--- src/rtl/mwe_pkg.sv ---
package mwe_pkg;

  // Strobes from the sequencer to the datapath, valid for the current half cycle.
  typedef struct packed {
    logic active;     // a frame occupies the line
    logic startWord;  // this edge begins a frame
    logic sampleBit;  // this edge captures serialIn
    logic loadData;   // this edge moves the captured bit onto the line
    logic loadParity; // this edge moves the parity bit onto the line
    logic inSync;     // current half belongs to the sync character
    logic syncLead;   // current half is in the leading part of sync
    logic firstHalf;  // current half is the first half of a bit cell
  } encStrobe_t;

endpackage

--- src/rtl/mwe_clkdiv.sv ---
module mwe_clkdiv #(
  parameter int DIV_RATIO = 6
) (
  input  logic clk,
  input  logic rst,
  output logic halfPhase,
  output logic divOut
);

  localparam int DIV_W = $clog2(DIV_RATIO);
  localparam logic [DIV_W-1:0] DIV_LAST = DIV_W'(DIV_RATIO - 1);
  localparam logic [DIV_W-1:0] DIV_HIGH = DIV_W'(DIV_RATIO / 2);

  logic [DIV_W-1:0] divCnt;
  logic [DIV_W-1:0] divNext;

  always_comb begin
    if (divCnt == DIV_LAST) divNext = '0;
    else                    divNext = divCnt + 1'b1;
  end

  // Divide-by-2: marks bit-cell boundaries (phase 0 = first half of a cell).
  always_ff @(posedge clk) begin
    if (rst) halfPhase <= 1'b0;
    else     halfPhase <= ~halfPhase;
  end

  // Divide-by-N: output high for the upper half of the count.
  always_ff @(posedge clk) begin
    if (rst) begin
      divCnt <= '0;
      divOut <= 1'b0;
    end else begin
      divCnt <= divNext;
      divOut <= (divNext >= DIV_HIGH);
    end
  end

endmodule

--- src/rtl/mwe_ctrl.sv ---
module mwe_ctrl
  import mwe_pkg::*;
#(
  parameter int DATA_BITS = 16
) (
  input  logic       clk,
  input  logic       rst,
  input  logic       encEnable,
  input  logic       halfPhase,
  output encStrobe_t strobe,
  output logic       shiftClk
);

  localparam int SYNC_HALVES = 6;
  localparam int WORD_HALVES = SYNC_HALVES + 2 * DATA_BITS + 2;
  localparam int CNT_W       = $clog2(WORD_HALVES);

  localparam logic [CNT_W-1:0] LAST_HALF   = CNT_W'(WORD_HALVES - 1);
  localparam logic [CNT_W-1:0] SYNC_END    = CNT_W'(SYNC_HALVES);
  localparam logic [CNT_W-1:0] LEAD_END    = CNT_W'(SYNC_HALVES / 2);
  localparam logic [CNT_W-1:0] SAMPLE_LO   = CNT_W'(SYNC_HALVES - 2);
  localparam logic [CNT_W-1:0] SAMPLE_HI   = CNT_W'(SYNC_HALVES - 2 + 2 * (DATA_BITS - 1));
  localparam logic [CNT_W-1:0] LOAD_LO     = CNT_W'(SYNC_HALVES - 1);
  localparam logic [CNT_W-1:0] LOAD_HI     = CNT_W'(SYNC_HALVES - 1 + 2 * (DATA_BITS - 1));
  localparam logic [CNT_W-1:0] PARITY_LOAD = CNT_W'(WORD_HALVES - 3);

  logic             busy;
  logic [CNT_W-1:0] halfCnt;
  logic             lastHalf;

  always_comb begin
    lastHalf          = busy && (halfCnt == LAST_HALF);
    strobe.active     = busy;
    // Frames begin only at the edge that opens a new bit cell.
    strobe.startWord  = !busy && encEnable && halfPhase;
    strobe.inSync     = halfCnt < SYNC_END;
    strobe.syncLead   = halfCnt < LEAD_END;
    strobe.firstHalf  = ~halfCnt[0];
    // Capture one half ahead of each data bit, at the end of an even half.
    strobe.sampleBit  = busy && ~halfCnt[0] &&
                        (halfCnt >= SAMPLE_LO) && (halfCnt <= SAMPLE_HI);
    strobe.loadData   = busy && halfCnt[0] &&
                        (halfCnt >= LOAD_LO) && (halfCnt <= LOAD_HI);
    strobe.loadParity = busy && (halfCnt == PARITY_LOAD);
  end

  always_ff @(posedge clk) begin
    if (rst) begin
      busy     <= 1'b0;
      halfCnt  <= '0;
      shiftClk <= 1'b0;
    end else begin
      shiftClk <= strobe.sampleBit;
      if (strobe.startWord) begin
        busy    <= 1'b1;
        halfCnt <= '0;
      end else if (lastHalf) begin
        busy    <= 1'b0;
        halfCnt <= '0;
      end else if (busy) begin
        halfCnt <= halfCnt + 1'b1;
      end
    end
  end

endmodule

--- src/rtl/mwe_datapath.sv ---
module mwe_datapath
  import mwe_pkg::*;
#(
  parameter bit ODD_PARITY = 1'b1
) (
  input  logic       clk,
  input  logic       rst,
  input  encStrobe_t strobe,
  input  logic       cmdSync,
  input  logic       serialIn,
  input  logic       outInhibitN,
  output logic       lineOneN,
  output logic       lineZeroN
);

  logic syncSelReg;  // sync type held for the whole frame
  logic holdBit;     // bit captured from serialIn, waiting for its cell
  logic curBit;      // bit currently on the line
  logic parAcc;      // running XOR of captured data bits
  logic parityBit;
  logic positive;
  logic drive;

  generate
    if (ODD_PARITY) begin : g_odd
      assign parityBit = ~parAcc;
    end else begin : g_even
      assign parityBit = parAcc;
    end
  endgenerate

  always_ff @(posedge clk) begin
    if (rst) begin
      syncSelReg <= 1'b0;
      holdBit    <= 1'b0;
      curBit     <= 1'b0;
      parAcc     <= 1'b0;
    end else begin
      if (strobe.startWord) begin
        syncSelReg <= cmdSync;
        parAcc     <= 1'b0;
      end
      if (strobe.sampleBit) begin
        holdBit <= serialIn;
        parAcc  <= parAcc ^ serialIn;
      end
      if (strobe.loadData)        curBit <= holdBit;
      else if (strobe.loadParity) curBit <= parityBit;
    end
  end

  always_comb begin
    if (strobe.inSync) positive = syncSelReg ? strobe.syncLead : ~strobe.syncLead;
    else               positive = curBit ? strobe.firstHalf : ~strobe.firstHalf;
    drive     = strobe.active && outInhibitN;
    lineOneN  = ~(drive && positive);
    lineZeroN = ~(drive && ~positive);
  end

endmodule

--- src/rtl/mwe_encoder.sv ---
module mwe_encoder
  import mwe_pkg::*;
#(
  parameter int DATA_BITS  = 16,
  parameter int DIV_RATIO  = 6,
  parameter bit ODD_PARITY = 1'b1
) (
  input  logic clk,
  input  logic rst,
  input  logic encEnable,
  input  logic cmdSync,
  input  logic serialIn,
  input  logic outInhibitN,
  output logic shiftClk,
  output logic divOut,
  output logic lineOneN,
  output logic lineZeroN
);

  encStrobe_t strobe;
  logic       halfPhase;

  mwe_clkdiv #(.DIV_RATIO(DIV_RATIO)) u_clkdiv (
    .clk       (clk),
    .rst       (rst),
    .halfPhase (halfPhase),
    .divOut    (divOut)
  );

  mwe_ctrl #(.DATA_BITS(DATA_BITS)) u_ctrl (
    .clk       (clk),
    .rst       (rst),
    .encEnable (encEnable),
    .halfPhase (halfPhase),
    .strobe    (strobe),
    .shiftClk  (shiftClk)
  );

  mwe_datapath #(.ODD_PARITY(ODD_PARITY)) u_dp (
    .clk         (clk),
    .rst         (rst),
    .strobe      (strobe),
    .cmdSync     (cmdSync),
    .serialIn    (serialIn),
    .outInhibitN (outInhibitN),
    .lineOneN    (lineOneN),
    .lineZeroN   (lineZeroN)
  );

endmodule

--- config.mk ---
export PLATFORM = sky130hd
export DESIGN_NAME = mwe_encoder
export DESIGN_NICKNAME = d
export VERILOG_FILES = /design/src/rtl/mwe_pkg.sv /design/src/rtl/mwe_clkdiv.sv /design/src/rtl/mwe_ctrl.sv /design/src/rtl/mwe_datapath.sv /design/src/rtl/mwe_encoder.sv
export SDC_FILE = /design/constraint.sdc
export NUM_CORES = 1
export LEC_CHECK = 0
export BUFFER_PORTS_ARGS = -buffer_cell sky130_fd_sc_hd__buf_2
export CAP_MARGIN = 20
export CORE_MARGIN = 3
export CORE_UTILIZATION = 40
export CTS_BUF_LIST = sky130_fd_sc_hd__clkbuf_2 sky130_fd_sc_hd__clkbuf_4 sky130_fd_sc_hd__clkbuf_8
export CTS_CLUSTER_SIZE = 30
export DETAILED_ROUTE_END_ITERATION = 8
export HOLD_SLACK_MARGIN = 0.05
export MAX_ROUTING_LAYER = met4
export PLACE_DENSITY = 0.55
export SYNTH_ARGS = -nofsm -noshare
export SYNTH_HDL_FRONTEND = slang
export SYNTH_SLANG_ARGS = --single-unit
--- constraint.sdc ---
create_clock -name clk -period 3.3 [get_ports clk]
set_input_delay 0.495 -clock clk [delete_from_list [all_inputs] [get_ports clk]]
set_output_delay 0.495 -clock clk [all_outputs]
set_load 0.05 [all_outputs]
==> out/metrics.cfg, run 1 <==
[status]
outcome=complete, no violations

[flow_run]
drv_cap=0

[floorplanning]
dieHeight_microns=51.3
core_sq_um=1840
die-area_sq_um=2640
rows=15
start_util_pct=44.7
ios=10
die_w_microns=51.3

[critical_path]
cp_cell_sequence=ha_1 -> or3_1 -> nand3_1 -> o21ai_0 -> nand3_1 -> buf_2
cp-end-kind=output port
crit_type=reg2out
critPathSlowestCell=dfxtp_1
cp.arrival_ns=1.86
path_common_cell=nand3_1
cp.required_ns=2.80
worst-path-max-fanout=8
startpoint_type=flop
cpPeakStageDelay_ns=0.41

[logic_synthesis]
synthCells=92
synth-edff-count=0
synth_fa_ha_area_share_pct=4.57
seq_area_frac_synth_pct=41.4
synth-simple-area-share_pct=23.7
muxShareOfSynthArea_pct=3.65
synth.avg_cell_area_sq_um=8.94
synth_top_family_by_area=simple AND/OR/NAND/NOR gates
netlist_top_cells_area=dfxtp_1 41%, nor2_1 6.4%, ha_1 4.6%
synth_area_leader_cell=dfxtp_1
synth_compound_area_share_pct=14.8
yosysMostFrequentCell=dfxtp_1
synthXorXnorAreaFrac_pct=6.39
synth_cell_types=36
synth_common_cells=17 x dfxtp_1, 14 x nor2_1, 5 x inv_1
ys_seq_elements=17
synth-async-reset-ratio_pct=0
synth.cell_area_sq_um=822
yosysWarningCount=0
synth_nets=101
synth.top_cell.area_share_pct=41.4
synth_ff_type=dfxtp_1

[cells_and_area]
layout.cells.non_filler=125
drive_above_1_share_pct=16.0
fin_util_pct=49.0
diodes=0
layout.nets=110
area_delta_synth_final_pct=9.74

[clock_tree]
post-cts-setup-buffers=0
clock-root-buffer=clkbuf_4
ctsHoldBuffers=0
cts_tree=yes
cts_sinks=17
clk_latency_ns=0.29
htree_levels=1
clkTransAtPathRegs_ns=0.11
ctsResizeCount=0
cts_buffer_depth=2
cts_made_buffers=3

[placement]
dp_slack_ns=1.28
place_hpwl_mm=1.06
gp_congestion=0.779
placedCellCount=121
portBuffers=9

[drt]
drc=0
via_per_inst=5.02
drtIter0Drc=10
vias=628
antenna_left=0
first_pass_iters=4
wire_per_inst_microns=11.4
wirelength_mm=1.42

[global_route]
antenna_found_initial=0
grt_max_degree=12
grtUsageTotal_pct=13.4
grt_pass1_vias=600
gr-total-overflow=0
grt_pass1_wl_mm=2.57

[power_and_ir_drop]
power_density_nw_per_um2=404
ir_drop_uv=246
power_mw=0.364
leakage_nw=0.354

[timing]
period_minus_slack_ns=2.36
hold_viol_final=0
skew_ns=0.00293
drv_slew=0
setup_slack_ns=0.940
fin_tns_setup_ns=0
rsz0062_at_grt=no
period_share_pct=71.5
slew-limit-headroom_pct=63.8
report.final.setup_viol=0
tightest_slew_ns=0.538
fmax_ghz=0.424

[min_path]
hp-class=in2reg

[cells by family (layout without fill, tap and decap cells)]
group,count (synthesis),count (layout)
and+or+nand+nor,37,37
DFF,17,17
AOI/OAI and AO/OA,16,16
buffers and inverters,10,18
xor gates and xnor gates,6,6
adders and majority gates,3,3
muxes,3,3
[worst max-delay path, delay by kind of cell, from the launching register on]
| kind | cells | cell delay (ns) |
|---|---|---|
| buffers and inverters | 1 | 0.26 |
| DFF | 1 | 0.41 |
| AOI/OAI and AO/OA | 1 | 0.09 |
| adders and majority gates | 1 | 0.30 |
| and+or+nand+nor | 3 | 0.52 |
[final cells by class]
cell class,count,area [sq um]
clock buffers,3,22.5
clock inverters,1,7.51
fillers,191,937
inverters,5,18.8
multi-input cells,65,437
flip-flops and latches,17,340
well taps,25,31.3
repair buffers,9,45.0
[metal layers]
layer | vias to the layer above | part of all wire (%) | GRT usage (%)
li1 | 338 | - | -
met1 | 277 | 54 | 17.7
met2 | 11 | 42 | 18.9
met3 | 2 | 3.3 | 3.50
met4 | 0 | 1.1 | 6.55
met5 | - | 0 | -
[stage by stage]
stage	hold slack, ns	cell area (sq um)
global placement	0.431	872
floorplan	0.413	822
CTS	0.432	902
global route	0.430	902
detailed placement	0.437	872
finish	0.437	902
[layout by cell type, fill, tap and decap left out, drive strengths merged]
cell	count
a21oi	3
clkbuf	3
o2bb2ai	1
nand2b	2
or3	1
a2111oi	1
o31a	1
a21o	1
nand2	4
nor2b	2
nor4	3
a211oi	2
nor3	2
nor3b	2
xnor2	3
a311o	1
nand3b	1
and2	2
nand4	1
o311ai	1
o21ai	2
o2111ai	1
ha	3
inv	5
a31oi	1
xor2	3
dfxtp	17
clkinvlp	1
mux2i	3
nand3	3
buf	9
nor2	14
o21a	1
[registers in the layout (all words and copies together) (netlist names)]
name / flops
u_clkdiv.halfPhase: 1
u_dp.holdBit: 1
u_dp.syncSelReg: 1
u_dp.parAcc: 1
u_ctrl.busy: 1
u_ctrl.shiftClk: 1
u_clkdiv.divOut: 1
u_ctrl.halfCnt: 6
u_clkdiv.divCnt: 3
u_dp.curBit: 1
[final timing paths]
path	startpoint	to	cells past startpoint	slack, ns
hold / removal	cmdSync	u_dp.syncSelReg$_SDFFE_PP0P_	3	0.44
setup / recovery	u_ctrl.halfCnt[0]$_SDFFE_PP0P_	lineOneN	6	0.94
setup reg to reg	u_ctrl.halfCnt[1]$_SDFFE_PP0P_	u_dp.curBit$_SDFFE_PP0P_	6	1.77
hold reg to reg	u_clkdiv.halfPhase$_SDFF_PP0_	u_clkdiv.halfPhase$_SDFF_PP0_	1	0.45
[power by group]
part,leakage [nW],switching [mW],internal (mW),total (mW)
logic,0.202,0.0182,0.0121,0.0303
registers,0.138,0.00736,0.211,0.219
clock network,0.0139,0.0693,0.0460,0.115
total,0.354,0.0948,0.269,0.364
(Power assumes the default switching activity.)
==> run 2: changes to the inputs <==
Clock period 3.3 ns to 2.2 ns, I/O delays scaled along.
==> out/metrics.cfg, run 2 (synthesis results as in run 1) <==
[status]
outcome=complete, no violations

[cells_and_area]
regMostFlops=u_ctrl.halfCnt
fin_util_pct=50.1
reg.largest.list=u_ctrl.halfCnt: 6 flops, u_clkdiv.divCnt: 3 flops
largest_register_ffs=6
area_delta_synth_final_pct=12.0
final_common_cell=dfxtp_1
diodes=0
layout.nets=110
mostFrequentLayoutCells=16 x dfxtp_1, 14 x nor2_1, 8 x buf_2
drive_above_1_share_pct=18.0

[min_path]
whs_endpoint=u_dp.syncSelReg$_SDFFE_PP0P_
hold_start=cmdSync
hp-class=in2reg
whs_path_depth=3

[power_and_ir_drop]
ir_drop_uv=369
combPwrFrac_pct=8.3
p_switching_mw=0.142
power_density_nw_per_um2=593
internal_power_mw=0.405
pwr-share-clk_pct=31.5
power_mw=0.546
power.share.switching_pct=25.9
power_frac_seq_pct=60.1
leakage_nw=0.357

[clock_tree]
clk_latency_ns=0.29
cts_sinks=17
htree_levels=1
cts_tree=yes
cts_made_buffers=3
cts_buffer_depth=2
clock-root-buffer=clkbuf_4
post-cts-setup-buffers=0
clkTransAtPathRegs_ns=0.11

[timing]
tightest_slew_ns=0.537
slew-limit-headroom_pct=63.8
skew_ns=0.00200
period_minus_slack_ns=2.06
fin_hold_ws_ns=0.272
report.final.setup_viol=0
fmax_ghz=0.486
hold_viol_final=0
drv_slew=0
fin_tns_setup_ns=0
period_share_pct=93.6
setup_slack_ns=0.141
rsz0062_at_grt=no

[floorplanning]
die-area_sq_um=2640
start_util_pct=44.7
core_sq_um=1840
rows=15
ios=10
dieHeight_microns=51.3
die_w_microns=51.3

[critical_path]
cp-end-kind=output port
cp.required_ns=1.87
crit_type=reg2out
worst-path-max-fanout=6
regToRegStartpoint=u_ctrl.halfCnt[1]$_SDFFE_PP0P_
reg2regPathDepth=6
startpoint_type=flop
timing.rr.end=u_dp.curBit$_SDFFE_PP0P_
r2r_slack_ns=0.62
cp.arrival_ns=1.73

[drt]
antenna_left=0
via_per_inst=4.99
drc=0
wirelength_mm=1.44
drtIter0Drc=9
vias=624
wire_per_inst_microns=11.6
first_pass_iters=4

[global_route]
grt_pass1_wl_mm=2.57
grt_pass1_vias=600
grt_max_degree=12
grtUsageTotal_pct=13.4
gr-total-overflow=0
antenna_found_initial=0

[placement]
portBuffers=9
gp_congestion=0.779
place_hpwl_mm=1.06
dp_slack_ns=0.345

[flow_run]
drv_cap=0

==> run 2: cell count changes in the layout (fill, tap and decap cells not counted), sizes merged <==
cell	change
buf	-1
clkbuf	+1
==> run 2: power by group through the flow <==
| stage | registers, mW | clock network (mW) | logic (mW) |
|---|---|---|---|
| 5_1_grt | 0.331 | 0.192 | 0.0516 |
| 6_report | 0.329 | 0.172 | 0.0456 |
| 4_1_cts | 0.328 | 0.182 | 0.0464 |
| 2_1_floorplan | 0.335 | 0 | 0.0330 |
| 3_5_place_dp | 0.335 | 0 | 0.0461 |
| 3_3_place_gp | 0.335 | 0 | 0.0461 |
==> run 2: layout make-up <==
cell class / instances / area [sq um]
Fill cell: 190 / 918
Multi-Input combinational cell: 65 / 452
Sequential cell: 17 / 342
Timing Repair Buffer: 9 / 47.5
Tap cell: 25 / 31.3
Clock buffer: 3 / 22.5
Inverter: 5 / 18.8
Clock inverter: 1 / 7.51
==> run 2: worst max-delay path by stage <==
stage | from | to | cells after the start
finish | u_ctrl.halfCnt[1]$_SDFFE_PP0P_ | lineOneN | 6
floorplan | u_ctrl.halfCnt[0]$_SDFFE_PP0P_ | lineZeroN | 4
CTS | u_ctrl.halfCnt[0]$_SDFFE_PP0P_ | lineOneN | 6
detailed placement | u_ctrl.halfCnt[0]$_SDFFE_PP0P_ | lineOneN | 6
global placement | u_ctrl.halfCnt[0]$_SDFFE_PP0P_ | lineOneN | 6
global route | u_ctrl.halfCnt[2]$_SDFFE_PP0P_ | lineOneN | 5
==> run 2: worst max-delay path, stage by stage, from the launching register on <==
cell      delay [ns]
dfxtp_1         0.38
ha_2            0.23
or3_1           0.31
nand3_1         0.10
o21ai_0         0.09
nand3_1         0.09
clkbuf_4        0.23
==> run 2: stage by stage <==
| stage | instance area [sq um] | std cells |
|---|---|---|
| final | 921 | 125 |
| after detailed placement | 872 | 121 |
| after global placement | 872 | 121 |
| after global routing | 921 | 125 |
| after floorplan | 822 | 92 |
| after CTS | 902 | 125 |
==> run 2: what timing repair did <==
| item | in CTS | in global routing |
|---|---|---|
| hold buffers | 0 | 0 |
| resized for setup | 0 | 4 |
| setup endpoints to repair | 0 | 2 |
==> run 2: routing by layer <==
metal,global-route usage (%),vias up,part of all wire [%]
met5,-,-,0
met2,18.9,9,42
met4,6.55,0,1.0
met3,3.50,2,2.8
li1,-,335,-
met1,17.7,278,54
